$ cat config.mk
export PLATFORM = sky130hd
export DESIGN_NAME = pixbus_capture
export DESIGN_NICKNAME = d
export VERILOG_FILES = /design/src/rtl/pixbus_pkg.sv /design/src/rtl/pixbus_rise_stage.sv /design/src/rtl/pixbus_fall_stage.sv /design/src/rtl/pixbus_merge_stage.sv /design/src/rtl/pixbus_capture.sv
export SDC_FILE = /design/constraint.sdc
export NUM_CORES = 1
export LEC_CHECK = 0
export ABC_AREA = 1
export BUFFER_PORTS_ARGS = -buffer_cell sky130_fd_sc_hd__buf_2
export CORE_MARGIN = 2
export CORE_UTILIZATION = 35
export CTS_BUF_LIST = sky130_fd_sc_hd__clkbuf_4 sky130_fd_sc_hd__clkbuf_8 sky130_fd_sc_hd__clkbuf_16
export DETAILED_ROUTE_END_ITERATION = 16
export SETUP_SLACK_MARGIN = 0.3
export SYNTH_ARGS = -nofsm -noshare
export SYNTH_HDL_FRONTEND = slang
export SYNTH_SLANG_ARGS = --single-unit
$ cat constraint.sdc
create_clock -name clk -period 1.25 [get_ports clk]
set_input_delay 0.0625 -clock clk [delete_from_list [all_inputs] [get_ports clk]]
set_output_delay 0.0625 -clock clk [all_outputs]
set_load 0.01 [all_outputs]
$ cat src/rtl/pixbus_pkg.sv
package pixbus_pkg;
  localparam int FMT_W = 3;

  // Format codes 0 and 1 read the bus on the rising edge only; all others use both edges.
  function automatic logic pump_double(input logic [FMT_W-1:0] code);
    return (code > FMT_W'(1));
  endfunction
endpackage

$ cat src/rtl/pixbus_rise_stage.sv
module pixbus_rise_stage
  import pixbus_pkg::*;
#(
  parameter int DATA_W = 12
) (
  input  logic              clk,
  input  logic              rst,
  input  logic [FMT_W-1:0]  fmt,
  input  logic [DATA_W-1:0] din,
  input  logic              hs_in,
  input  logic              vs_in,
  input  logic              blank_in,
  output logic [DATA_W-1:0] lo_q,
  output logic              dbl_q,
  output logic              hs_q,
  output logic              vs_q,
  output logic              blank_q
);
  always_ff @(posedge clk) begin
    if (rst) begin
      lo_q    <= '0;
      dbl_q   <= 1'b0;
      hs_q    <= 1'b0;
      vs_q    <= 1'b0;
      blank_q <= 1'b1;
    end else begin
      lo_q    <= din;
      dbl_q   <= pump_double(fmt);
      hs_q    <= hs_in;
      vs_q    <= vs_in;
      blank_q <= blank_in;
    end
  end
endmodule

$ cat src/rtl/pixbus_fall_stage.sv
module pixbus_fall_stage #(
  parameter int DATA_W = 12
) (
  input  logic              clk,
  input  logic              rst,
  input  logic [DATA_W-1:0] din,
  output logic [DATA_W-1:0] hi_q
);
  // Second half of each clock period; read by the rising-edge domain half a period later.
  always_ff @(negedge clk) begin
    if (rst) hi_q <= '0;
    else     hi_q <= din;
  end
endmodule

$ cat src/rtl/pixbus_merge_stage.sv
module pixbus_merge_stage #(
  parameter int DATA_W = 12,
  localparam int PIX_W = 2 * DATA_W
) (
  input  logic              clk,
  input  logic              rst,
  input  logic [DATA_W-1:0] lo_q,
  input  logic [DATA_W-1:0] hi_q,
  input  logic              dbl_q,
  input  logic              hs_q,
  input  logic              vs_q,
  input  logic              blank_q,
  output logic [PIX_W-1:0]  pix_out,
  output logic              hs_out,
  output logic              vs_out,
  output logic              blank_out,
  output logic              valid_out
);
  always_ff @(posedge clk) begin
    if (rst) begin
      pix_out   <= '0;
      hs_out    <= 1'b0;
      vs_out    <= 1'b0;
      blank_out <= 1'b1;
      valid_out <= 1'b0;
    end else begin
      pix_out   <= {(dbl_q ? hi_q : {DATA_W{1'b0}}), lo_q};
      hs_out    <= hs_q;
      vs_out    <= vs_q;
      blank_out <= blank_q;
      valid_out <= !blank_q;
    end
  end

  a_r2_single_upper_zero: assert property (@(posedge clk) disable iff (rst)
    !$past(dbl_q) |-> (pix_out[PIX_W-1:DATA_W] == '0));

  a_r3_upper_from_fall: assert property (@(posedge clk) disable iff (rst)
    $past(dbl_q) |-> (pix_out[PIX_W-1:DATA_W] == $past(hi_q)));

  a_r7_low_one_cycle: assert property (@(posedge clk) disable iff (rst)
    pix_out[DATA_W-1:0] == $past(lo_q));

  a_r5_sync_one_cycle: assert property (@(posedge clk) disable iff (rst)
    (hs_out == $past(hs_q)) && (vs_out == $past(vs_q)) && (blank_out == $past(blank_q)));

  a_r6_no_valid_when_blank: assert property (@(posedge clk) disable iff (rst)
    valid_out |-> !$past(blank_q));
endmodule

$ cat src/rtl/pixbus_capture.sv
module pixbus_capture
  import pixbus_pkg::*;
#(
  parameter int DATA_W = 12,
  localparam int PIX_W = 2 * DATA_W
) (
  input  logic              clk,
  input  logic              rst,
  input  logic [FMT_W-1:0]  fmt,
  input  logic [DATA_W-1:0] din,
  input  logic              hs_in,
  input  logic              vs_in,
  input  logic              blank_in,
  output logic [PIX_W-1:0]  pix_out,
  output logic              hs_out,
  output logic              vs_out,
  output logic              blank_out,
  output logic              valid_out
);
  logic [DATA_W-1:0] lo_q, hi_q;
  logic dbl_q, hs_q, vs_q, blank_q;

  pixbus_rise_stage #(.DATA_W(DATA_W)) u_rise (
    .clk(clk), .rst(rst), .fmt(fmt), .din(din),
    .hs_in(hs_in), .vs_in(vs_in), .blank_in(blank_in),
    .lo_q(lo_q), .dbl_q(dbl_q), .hs_q(hs_q), .vs_q(vs_q), .blank_q(blank_q)
  );

  pixbus_fall_stage #(.DATA_W(DATA_W)) u_fall (
    .clk(clk), .rst(rst), .din(din), .hi_q(hi_q)
  );

  pixbus_merge_stage #(.DATA_W(DATA_W)) u_merge (
    .clk(clk), .rst(rst), .lo_q(lo_q), .hi_q(hi_q), .dbl_q(dbl_q),
    .hs_q(hs_q), .vs_q(vs_q), .blank_q(blank_q),
    .pix_out(pix_out), .hs_out(hs_out), .vs_out(vs_out),
    .blank_out(blank_out), .valid_out(valid_out)
  );

  a_r1_reset_clears: assert property (@(posedge clk)
    $past(rst) |-> (!valid_out && blank_out));
endmodule

==> impl_metrics.sql <==
INSERT INTO impl_metrics (metric_group, metric, value, unit) VALUES
('outcome', 'status', 'finished clean', ''),
('placement', 'place_congestion', '0.674', ''),
('sta', 'rsz0062_at_grt', 'yes', ''),
('global_route', 'grt_pass1_vias', '909', ''),
('floorplan', 'design.core.area', '0.00403', 'sq mm'),
('logic_synthesis', 'postSynthCellCount', '148', ''),
('placement', 'place_hpwl', '1530', 'microns'),
('sta', 'worst_slew_margin_rel', '0.725', ''),
('power', 'p_clk_frac', '0.379', ''),
('worst_setup_path', 'crit_required', '1.43', 'ns'),
('global_route', 'grt_antenna_before_repair', '0', ''),
('worst_setup_path', 'critical-path-top-delay-family', 'flip-flops', ''),
('floorplan', 'fp-row-count', '23', ''),
('route', 'via_count', '1024', ''),
('worst_setup_path', 'critical_path_arrival', '1.36', 'ns'),
('clocking', 'cts_tree', 'done', ''),
('route', 'drt_iter0_drc', '49', ''),
('worst_setup_path', 'critPathSlowestCell', 'sky130_fd_sc_hd__dfxtp_2', ''),
('clocking', 'cts_buffers', '5', ''),
('power', 'part_of_the_total_power_dissipated_in_combinational_logic', '0.062', ''),
('cells_and_area', 'design.final.nets', '247', ''),
('cells_and_area', 'final_design_area_no_fill', '0.00214', 'sq mm'),
('power', 'power_leakage', '1.14', 'nW'),
('sta', 'tightestPinTransition', '0.412', 'ns'),
('sta', 'fin_setup_tns', '0', 'ns'),
('power', 'pwr_density_cell', '1580', 'mW/mm^2'),
('logic_synthesis', 'cell_variety_after_synth', '9', ''),
('worst_setup_path', 'crit_buf_inv', '1', ''),
('logic_synthesis', 'synth.yosys.warnings', '0', ''),
('floorplan', 'ios', '48', ''),
('cells_and_area', 'antenna_cells', '0', ''),
('worst_setup_path', 'timing.critical_path.to_type', 'flop', ''),
('logic_synthesis', 'synth.net_count', '168', ''),
('power', 'intPower', '2.64', 'mW'),
('clocking', 'cts.sinks', '56', ''),
('global_route', 'global_route_wire_length_before_repair', '3710', 'microns'),
('route', 'wl', '2250', 'microns'),
('logic_synthesis', 'syn_area_per_cell', '10.0', 'sq um'),
('route', 'remaining_drc_errors', '0', ''),
('worst_setup_path', 'largest_fanout_of_any_net_on_the_critical_path', '1', ''),
('global_route', 'global_route.usage.total', '0.101', ''),
('power', 'vdd_drop_max', '0.850', 'mV'),
('worst_setup_path', 'crit_path_max_incr_delay', '0.31', 'ns'),
('route', 'routedWlPerCell', '8.11', 'microns'),
('worst_setup_path', 'critical_path_class', 'reg -> reg', ''),
('route', 'detailedRoute.firstPassIterationCount', '4', ''),
('route', 'drt-vias-per-instance', '3.68', ''),
('power', 'pwr-share-seq', '0.558', ''),
('logic_synthesis', 'yosysSeqAreaShare', '0.757', ''),
('hold_path', 'hold_class', 'in -> reg', ''),
('logic_synthesis', 'synth.cell_area', '0.00148', 'sq mm'),
('sta', 'slew_violations', '0', ''),
('worst_setup_path', 'path_cells', 'inv_2 > nor2_1', ''),
('clocking', 'clock_tree.root_cell', 'sky130_fd_sc_hd__clkbuf_8', ''),
('sta', 'final-setup-viol-count', '0', ''),
('logic_synthesis', 'yosys_register_bits', '56', ''),
('clocking', 'worstSkewPairLatency', '0.36', 'ns'),
('placement', 'io_buffer_count', '46', ''),
('global_route', 'grt_overflow', '0', ''),
('sta', 'report.final.hold_viol_count', '0', ''),
('floorplan', 'fp.dieH', '69.1', 'microns'),
('floorplan', 'die_width', '69.1', 'microns'),
('floorplan', 'overall_die_area', '0.00477', 'sq mm'),
('route', 'detail-route-antenna-nets', '0', ''),
('clocking', 'ctsLongestPathBuffers', '2', ''),
('worst_setup_path', 'critical_path.startpoint_type', 'flop', ''),
('global_route', 'grt_max_degree', '19', ''),
('power', 'p_sw', '0.732', 'mW'),
('power', 'power_switching_share', '0.217', ''),
('cells_and_area', 'layout-drive-gt1-share', '0.351', ''),
('clocking', 'path_clk_slew', '0.09', 'ns'),
('clocking', 'post_cts.repair.setup_buffers', '0', ''),
('clocking', 'clock_tree.htree_level_count', '2', ''),
('placement', 'placement.cell_area', '0.00183', 'sq mm'),
('run', 'maxCapViolations', '0', ''),
('floorplan', 'floorplan.initialDensity', '0.368', ''),
('cells_and_area', 'synthToLayoutAreaGrowth', '44.4', '%'),
('sta', 'fin_skew', '0.0627', 'ns');
## registers in the layout, summed over array words and instances (netlist names)
name               cells
u_merge.valid_out      1
u_rise.vs_q            1
u_fall.hi_q           12
u_rise.blank_q         1
u_rise.hs_q            1
u_rise.dbl_q           1
u_merge.pix_out       24
u_merge.blank_out      1
u_rise.lo_q           12
u_merge.vs_out         1
u_merge.hs_out         1
## synth_stat cells
master / n / share of area
sky130_fd_sc_hd__buf_2: 2 / 0.0068
sky130_fd_sc_hd__buf_4: 2 / 0.010
sky130_fd_sc_hd__dfxtp_1: 56 / 0.76
sky130_fd_sc_hd__inv_1: 42 / 0.11
sky130_fd_sc_hd__inv_2: 1 / 0.0025
sky130_fd_sc_hd__nand2_1: 1 / 0.0025
sky130_fd_sc_hd__nor2_1: 42 / 0.11
sky130_fd_sc_hd__nor2_2: 1 / 0.0042
sky130_fd_sc_hd__or2_2: 1 / 0.0042
## power groups by stage
stage          Clock [mW]  Combinational (mW)  Sequential, mW
4_1_cts              1.32               0.213            1.88
3_3_place_gp       0.0639               0.176            1.92
3_5_place_dp       0.0639               0.177            1.92
5_1_grt              1.42               0.236            1.89
6_report             1.28               0.211            1.88
2_1_floorplan      0.0639              0.0888            1.93
## layout make-up
| type | instances | area (sq um) |
|---|---|---|
| clock buffers | 6 | 76.3 |
| clock inverters | 14 | 80.1 |
| fillers | 384 | 1890 |
| inverters | 42 | 158 |
| multi-input cells | 45 | 214 |
| flip-flops and latches | 56 | 1130 |
| well taps | 50 | 62.6 |
| repair buffers | 65 | 423 |
## repair_timing
item	CTS	global route
endpoints found under the setup margin	12	12
hold endpoints to repair	14	0
resized for setup	0	7
hold buffers	15	0
cloned	0	0
## final timing paths
path                    from                  end  slack [ns]  cells after the start
min reg2reg   u_rise.blank_q    u_merge.valid_out        0.40                      1
min                   din[5]       u_rise.lo_q[5]        0.01                      3
max          u_fall.hi_q[11]  u_merge.pix_out[23]        0.08                      2
max reg2reg  u_fall.hi_q[11]  u_merge.pix_out[23]        0.08                      2
## through the flow
| stage | hold WS (ns) | worst slack [ns] | std cells | utilization | power, mW |
|---|---|---|---|---|---|
| after global routing | 0.0115 | 0.0384 | 278 | 0.531 | 3.55 |
| after detailed placement | 0.249 | 0.0963 | 244 | 0.455 | 2.16 |
| after floorplan | 0.166 | 0.174 | 148 | - | 2.09 |
| final | 0.0139 | 0.0770 | 278 | 0.531 | 3.37 |
| after global placement | 0.252 | 0.101 | 244 | 0.455 | 2.16 |
| after CTS | 0.00561 | 0.0779 | 278 | 0.530 | 3.42 |
## placed cells by master (no fill, tap or decap)
cell,Yosys,routed
sky130_fd_sc_hd__buf_12,0,1
sky130_fd_sc_hd__buf_2,2,46
sky130_fd_sc_hd__buf_4,2,3
sky130_fd_sc_hd__bufinv_16,0,1
sky130_fd_sc_hd__clkbuf_4,0,1
sky130_fd_sc_hd__clkbuf_8,0,5
sky130_fd_sc_hd__clkinv_2,0,1
sky130_fd_sc_hd__dfxtp_1,56,52
sky130_fd_sc_hd__dfxtp_2,0,4
sky130_fd_sc_hd__dlygate4sd3_1,0,15
sky130_fd_sc_hd__inv_1,42,50
sky130_fd_sc_hd__inv_2,1,4
sky130_fd_sc_hd__nand2_1,1,1
sky130_fd_sc_hd__nor2_1,42,30
sky130_fd_sc_hd__nor2_2,1,11
sky130_fd_sc_hd__nor2_4,0,2
sky130_fd_sc_hd__or2_2,1,1
## worst min-delay path: stages
cell and delay [ns]:
sky130_fd_sc_hd__buf_2 0.07, sky130_fd_sc_hd__inv_1 0.05, sky130_fd_sc_hd__nor2_4 0.10
## kinds of logic after synthesis
kind of cell / count (synthesis) / synth area share
simple gates: 45 / 0.117
flops: 56 / 0.757
buf+inv: 47 / 0.126
## metal layers
layer | track usage | up-vias | routed length [microns]
met5 | 0 | - | 0
met4 | 0.0719 | 0 | 71
met3 | 0.0409 | 8 | 150
met2 | 0.162 | 28 | 1120
met1 | 0.106 | 430 | 916
li1 | - | 558 | -
No activity file was read; power rests on OpenSTA's default activity.
